[src/rtl/dcarb_pkg.sv]
package dcarb_pkg;
  typedef enum logic [1:0] {
    SRC_NONE    = 2'd0,
    SRC_LOCAL   = 2'd1,
    SRC_TRANSIT = 2'd2
  } src_e;
endpackage

[src/rtl/dcarb_fifo.sv]
module dcarb_fifo #(
  parameter int W     = 24,
  parameter int DEPTH = 4
) (
  input  logic                         clk,
  input  logic                         rst,
  input  logic                         wr_en,
  input  logic [W-1:0]                 wr_data,
  input  logic                         rd_en,
  output logic [W-1:0]                 rd_data,
  output logic [$clog2(DEPTH+1)-1:0]   count,
  output logic                         empty,
  output logic                         full
);
  localparam int AW = (DEPTH > 1) ? $clog2(DEPTH) : 1;
  localparam int CW = $clog2(DEPTH + 1);

  logic [W-1:0]  mem [DEPTH];
  logic [AW-1:0] wp, rp;
  logic [CW-1:0] cnt;
  logic          do_wr, do_rd;

  assign empty   = (cnt == '0);
  assign full    = (cnt == CW'(DEPTH));
  assign count   = cnt;
  assign do_wr   = wr_en && !full;
  assign do_rd   = rd_en && !empty;
  assign rd_data = mem[rp];

  always_ff @(posedge clk) begin
    if (do_wr) mem[wp] <= wr_data;
  end

  always_ff @(posedge clk) begin
    if (rst) begin
      wp  <= '0;
      rp  <= '0;
      cnt <= '0;
    end else begin
      if (do_wr) wp <= (wp == AW'(DEPTH - 1)) ? '0 : wp + 1'b1;
      if (do_rd) rp <= (rp == AW'(DEPTH - 1)) ? '0 : rp + 1'b1;
      case ({do_wr, do_rd})
        2'b10:   cnt <= cnt + 1'b1;
        2'b01:   cnt <= cnt - 1'b1;
        default: cnt <= cnt;
      endcase
    end
  end

  // the arbiter never removes a cell from an empty queue
  assert_no_underflow_R8: assert property (@(posedge clk) disable iff (rst)
    rd_en |-> !empty);

  // occupancy never exceeds the storage
  assert_no_overflow_R8: assert property (@(posedge clk) disable iff (rst)
    cnt <= CW'(DEPTH));
endmodule

[src/rtl/dcarb_pick.sv]
module dcarb_pick
  import dcarb_pkg::*;
#(
  parameter int TSW = 8
) (
  input  logic [TSW-1:0] now,
  input  logic           hold,
  input  logic           l_ok,
  input  logic [TSW-1:0] l_stamp,
  input  logic           t_ok,
  input  logic [TSW-1:0] t_stamp,
  output src_e           pick
);
  logic [TSW-1:0] l_age, t_age;

  assign l_age = now - l_stamp;
  assign t_age = now - t_stamp;

  always_comb begin
    if (hold)
      pick = SRC_NONE;
    else if (l_ok && t_ok)
      pick = (t_age >= l_age) ? SRC_TRANSIT : SRC_LOCAL;
    else if (t_ok)
      pick = SRC_TRANSIT;
    else if (l_ok)
      pick = SRC_LOCAL;
    else
      pick = SRC_NONE;
  end
endmodule

[src/rtl/dcarb_node.sv]
module dcarb_node
  import dcarb_pkg::*;
#(
  parameter int DW  = 16,
  parameter int TSW = 8,
  parameter int LD  = 4,
  parameter int TD  = 3
) (
  input  logic           clk,
  input  logic           rst,
  input  logic           loc_valid,
  input  logic [DW-1:0]  loc_data,
  output logic           loc_full,
  input  logic           up_valid,
  input  logic [DW-1:0]  up_data,
  input  logic [TSW-1:0] up_stamp,
  output logic           up_nack,
  output logic           dn_valid,
  output logic [DW-1:0]  dn_data,
  output logic [TSW-1:0] dn_stamp,
  input  logic           dn_nack
);
  localparam int CELLW = DW + TSW;
  localparam int LCW   = $clog2(LD + 1);
  localparam int TCW   = $clog2(TD + 1);

  logic [TSW-1:0]   stamp_cnt;
  logic [CELLW-1:0] l_head, t_head;
  logic [LCW-1:0]   l_cnt;
  logic [TCW-1:0]   t_cnt;
  logic             l_empty, t_empty, l_full, t_full;
  logic             pop_loc, pop_tr;
  src_e             pick;

  always_ff @(posedge clk) begin
    if (rst) stamp_cnt <= '0;
    else     stamp_cnt <= stamp_cnt + 1'b1;
  end

  dcarb_fifo #(.W(CELLW), .DEPTH(LD)) u_loc (
    .clk(clk), .rst(rst),
    .wr_en(loc_valid), .wr_data({loc_data, stamp_cnt}),
    .rd_en(pop_loc), .rd_data(l_head),
    .count(l_cnt), .empty(l_empty), .full(l_full)
  );

  dcarb_fifo #(.W(CELLW), .DEPTH(TD)) u_tr (
    .clk(clk), .rst(rst),
    .wr_en(up_valid), .wr_data({up_data, up_stamp}),
    .rd_en(pop_tr), .rd_data(t_head),
    .count(t_cnt), .empty(t_empty), .full(t_full)
  );

  dcarb_pick #(.TSW(TSW)) u_pick (
    .now(stamp_cnt), .hold(dn_nack),
    .l_ok(!l_empty), .l_stamp(l_head[TSW-1:0]),
    .t_ok(!t_empty), .t_stamp(t_head[TSW-1:0]),
    .pick(pick)
  );

  assign pop_loc  = (pick == SRC_LOCAL);
  assign pop_tr   = (pick == SRC_TRANSIT);
  assign loc_full = l_full;
  assign up_nack  = (t_cnt >= TCW'(TD - 1));

  always_ff @(posedge clk) begin
    if (rst) begin
      dn_valid <= 1'b0;
      dn_data  <= '0;
      dn_stamp <= '0;
    end else begin
      dn_valid <= pop_loc || pop_tr;
      if (pop_tr) begin
        dn_data  <= t_head[CELLW-1:TSW];
        dn_stamp <= t_head[TSW-1:0];
      end else if (pop_loc) begin
        dn_data  <= l_head[CELLW-1:TSW];
        dn_stamp <= l_head[TSW-1:0];
      end
    end
  end

  // back-off from below suppresses the next output cell
  assert_nack_blocks_R5: assert property (@(posedge clk) disable iff (rst)
    dn_nack |=> !dn_valid);

  // nothing queued means nothing sent
  assert_idle_when_empty_R6: assert property (@(posedge clk) disable iff (rst)
    (l_empty && t_empty) |=> !dn_valid);

  // one cell per cell time
  assert_single_grant_R8: assert property (@(posedge clk) disable iff (rst)
    $onehot0({pop_loc, pop_tr}));

  // a local win over a waiting transit head needs a strictly older local cell
  assert_older_wins_R7: assert property (@(posedge clk) disable iff (rst)
    (pop_loc && !t_empty) |->
      (TSW'(stamp_cnt - l_head[TSW-1:0]) > TSW'(stamp_cnt - t_head[TSW-1:0])));

  // back-off is raised before the transit queue can be full
  assert_nack_before_full_R4: assert property (@(posedge clk) disable iff (rst)
    t_full |-> up_nack);

  // local occupancy stays within its depth
  assert_loc_bound_R9: assert property (@(posedge clk) disable iff (rst)
    l_cnt <= LCW'(LD));
endmodule

[config.mk]
export PLATFORM = sky130hd
export DESIGN_NAME = dcarb_node
export DESIGN_NICKNAME = d
export VERILOG_FILES = /design/src/rtl/dcarb_pkg.sv /design/src/rtl/dcarb_fifo.sv /design/src/rtl/dcarb_pick.sv /design/src/rtl/dcarb_node.sv
export SDC_FILE = /design/constraint.sdc
export NUM_CORES = 1
export LEC_CHECK = 0
export CORE_UTILIZATION = 55
export DETAILED_ROUTE_END_ITERATION = 8
export PLACE_DENSITY = 0.85
export SLEW_MARGIN = 20
export SYNTH_ARGS = -nofsm -noshare
export SYNTH_HDL_FRONTEND = slang
export SYNTH_SLANG_ARGS = --single-unit
[constraint.sdc]
create_clock -name clk -period 9.3 [get_ports clk]
set_input_delay 1.86 -clock clk [delete_from_list [all_inputs] [get_ports clk]]
set_output_delay 1.86 -clock clk [all_outputs]
set_load 0.1 [all_outputs]
==> reports/results.txt <==
RSZ-0062 raised after global routing: no
final setup margin: 3610 ps
most frequent cell after synthesis: edfxtp_1
Worst path slowest cell: dfxtp_1
first-pass GRT wire length: 29200 um
Die Y: 131 um
Combinational Power Share: 32.2%
average cell area after synthesis: 14.8 um2
Rows: 46
io pins: 72
Final Max Tran Viols: 0
DP Area: 0.0101 mm2
CP top delay family: compound AO/OA/AOI/OAI gates
# diodes: 0
via count: 5334
gr usage total: 21.8%
top cells by count, synth: 168 x edfxtp_1, 55 x nor2_1, 50 x dfxtp_1, 43 x mux2i_1, 39 x nand2_1
TNS Setup: 0 ps
clock latency at the later pin of the worst-skew pair: 510 ps
Tcrit/Tclk final: 61.2%
Post-Synthesis Cell Area: 0.00919 mm2
worst-margin pin slew: 1040 ps
Post-DP HPWL: 11700 um
CTS root buffer: clkbuf_16
H-tree Lvls: 1
prevailing post-synth register cell: edfxtp_1
post-synthesis sequential area ratio: 65.8%
initial core utilization: 57.0%
Setup WS pre-CTS: 3660 ps
YS warnings: 0
status: finished clean
post-synth top area share: 54.9%
gr ovfl total: 0
Post-Syn Nets: 703
Yosys cell types: 47
Hold WC Path Type: flop to flop
Vias/cell: 5.74
CTS resizes: 0
core footprint: 0.0161 mm2
Sw Pwr: 0.00108 W
worst path required time: 9730 ps
Final ANT Viol Nets: 0
Clk pin slew, worst setup/hold paths: 60 ps
Routed WL: 18300 um
Design Area, Final: 0.0108 mm2
Sw Ratio: 35.2%
number of synthesized flops with an enable pin: 168
Tot Pwr: 0.00306 W
max-cap violations: 0
final setup fails: 0
number of global-route vias before repair: 5465
drc violations: 0
fmax: 176 MHz
First DRT Iteration DRCs: 478
Setup Skew: 21.9 ps
area grow syn2layout: 17.7%
drt first pass iters: 5
Mapped Cells: 622
P_int: 0.00199 W
largest net degree at the start of global routing: 49
sequential share of power: 39.6%
final hold viol count: 0
P per Cell Area: 283 mW/mm2
Die Area: 0.0172 mm2
share of cells above drive strength 1: 9.12%
Slew headroom: 30.3%
Worst Path Buf+Inv: 4
CP Data Arrival Time: 6120 ps
Die Span X: 131 um
buffer count from post-CTS setup fixing: 0
Max clock buf depth: 3
Final min period: 5690 ps
Sink Count: 218
Placer Congestion: 0.821
cells along the critical path: buf_4 > mux4_1 > inv_1 > ha_1 > and3_1 > a211oi_1 > xor2_1 > ha_1 > a21o_1 > a21oi_1 > nor2b_1 > a2111oi_4 > o21ba_1 > ha_1 > nand2b_1 > inv_1 > ha_1 > inv_1 > fa_1 > xor2_1 > or3_1 > a21oi_1
CP peak stage delay: 700 ps
Startpoint Class: flop
maximum VDD drop: 0.166 mV
CTS tree: built
synthesis-stage register bit count: 218
share of total power in the clock network: 28.2%
nets: 778
top cells by area, synth: edfxtp_1 55%, dfxtp_1 11%, mux2i_1 4.7%
hold buffer count at CTS: 0
cell repeated most along the worst path: ha_1
Max FO, Critical Path: 14
Synth area leader: edfxtp_1
Wirelength per Cell: 19.7 um
PortBufs: 71
Synth async-reset ratio: 0%
Pleak: 3.96 nW
initial antenna violation count: 0
CP endpoint kind: flop
Num CTS Buffers: 22
Setup CP Type: flop to flop
-- flip-flops by register name, indices dropped and copies added (netlist names), named ones only --
| register | flops |
|---|---|
| u_tr.wp | 2 |
| dn_valid | 1 |
| u_tr.rp | 2 |
| dn_stamp | 8 |
| u_tr.mem | 72 |
| u_tr.count | 2 |
| u_loc.wp | 2 |
| stamp_cnt | 8 |
| u_loc.count | 3 |
| u_loc.rp | 2 |
| dn_data | 16 |
| u_loc.mem | 96 |
-- cell usage in the layout (no fill, tap or decap), drive strengths merged, types with 2 or more instances in the layout --
cell type	synthesis	routed
edfxtp	168	168
clkdlybuf4s50	0	71
nor2	55	55
dfxtp	50	50
mux2i	43	43
nand2	39	39
ha	33	33
inv	27	31
clkbuf	16	29
a21oi	27	27
o21ai	24	24
mux4	24	24
a211oi	20	20
nor3	12	12
xnor2	11	11
xor2	11	11
buf	13	9
nand3	6	6
o211a	6	6
clkinv	0	6
or3	4	4
and2	4	4
nor2b	4	4
and3	4	4
a21o	3	3
fa	3	3
nand2b	2	2
o21bai	2	2
-- power groups by stage --
stage	clock, W	sequential, W	combinational, W
after floorplan	0	0.00145	0.000527
after global placement	0	0.00122	0.000933
after detailed placement	0	0.00123	0.000973
after CTS	0.000877	0.00121	0.000988
after global routing	0.000915	0.00122	0.00106
final	0.000863	0.00121	0.000986
-- final timing paths --
path / startpoint / endpoint / slack, ps / depth (start not counted)
max: flop / u_loc.count[2]$_SDFFE_PP0P_ / 3610 / 22
min: dn_stamp[3]$_SDFFE_PP0P_ / dn_stamp[3]$_SDFFE_PP0P_ / 480 / 2
max reg2reg: flop / u_loc.count[2]$_SDFFE_PP0P_ / 3610 / 22
min reg2reg: dn_stamp[3]$_SDFFE_PP0P_ / dn_stamp[3]$_SDFFE_PP0P_ / 480 / 2
-- cell type report --
type / count / area, um2
timing repair buffer: 80 / 778
clock buffer: 29 / 641
clock inverter: 11 / 82.6
inverter: 27 / 101
sequential: 218 / 6050
multi-input combinational: 348 / 2900
tap: 216 / 270
fill: 1038 / 5300
-- worst register-to-register path, delay by kind of cell, from the launching register on --
kind	cells	cell delay (ps)
muxes	1	640
AOI/OAI and AO/OA	6	1380
xor gates and xnor gates	2	340
and+or+nand+nor	4	690
buffers and inverters	4	620
adders and majority gates	5	1230
DFF	1	700
-- per-stage QoR --
stage	hold slack [ps]	util, %	std cells
finish	482	67.1	929
global route	519	67.1	929
CTS	487	67.1	929
detailed placement	476	62.6	889
global placement	470	62.6	889
floorplan	458	-	622
-- logic make-up (layout without fill, tap and decap cells) --
kind of cell | count (synthesis) | count (layout) | synth area share, %
fa+ha+maj | 36 | 36 | 5.15
flops | 218 | 218 | 65.8
simple gates | 135 | 135 | 6.58
compound gates | 88 | 88 | 6.32
buf+inv | 56 | 147 | 2.87
mux | 67 | 67 | 11.2
xor+xnor | 22 | 22 | 2.10
-- metal layers --
layer / vias up / routed length, um / track usage (%)
met2: 169 / 9150 / 36.8
met5: - / 0 / 0
met4: 0 / 554 / 8.27
li1: 2486 / - / -
met1: 2640 / 7770 / 29.0
met3: 39 / 873 / 2.82
(Power assumes the default switching activity.)
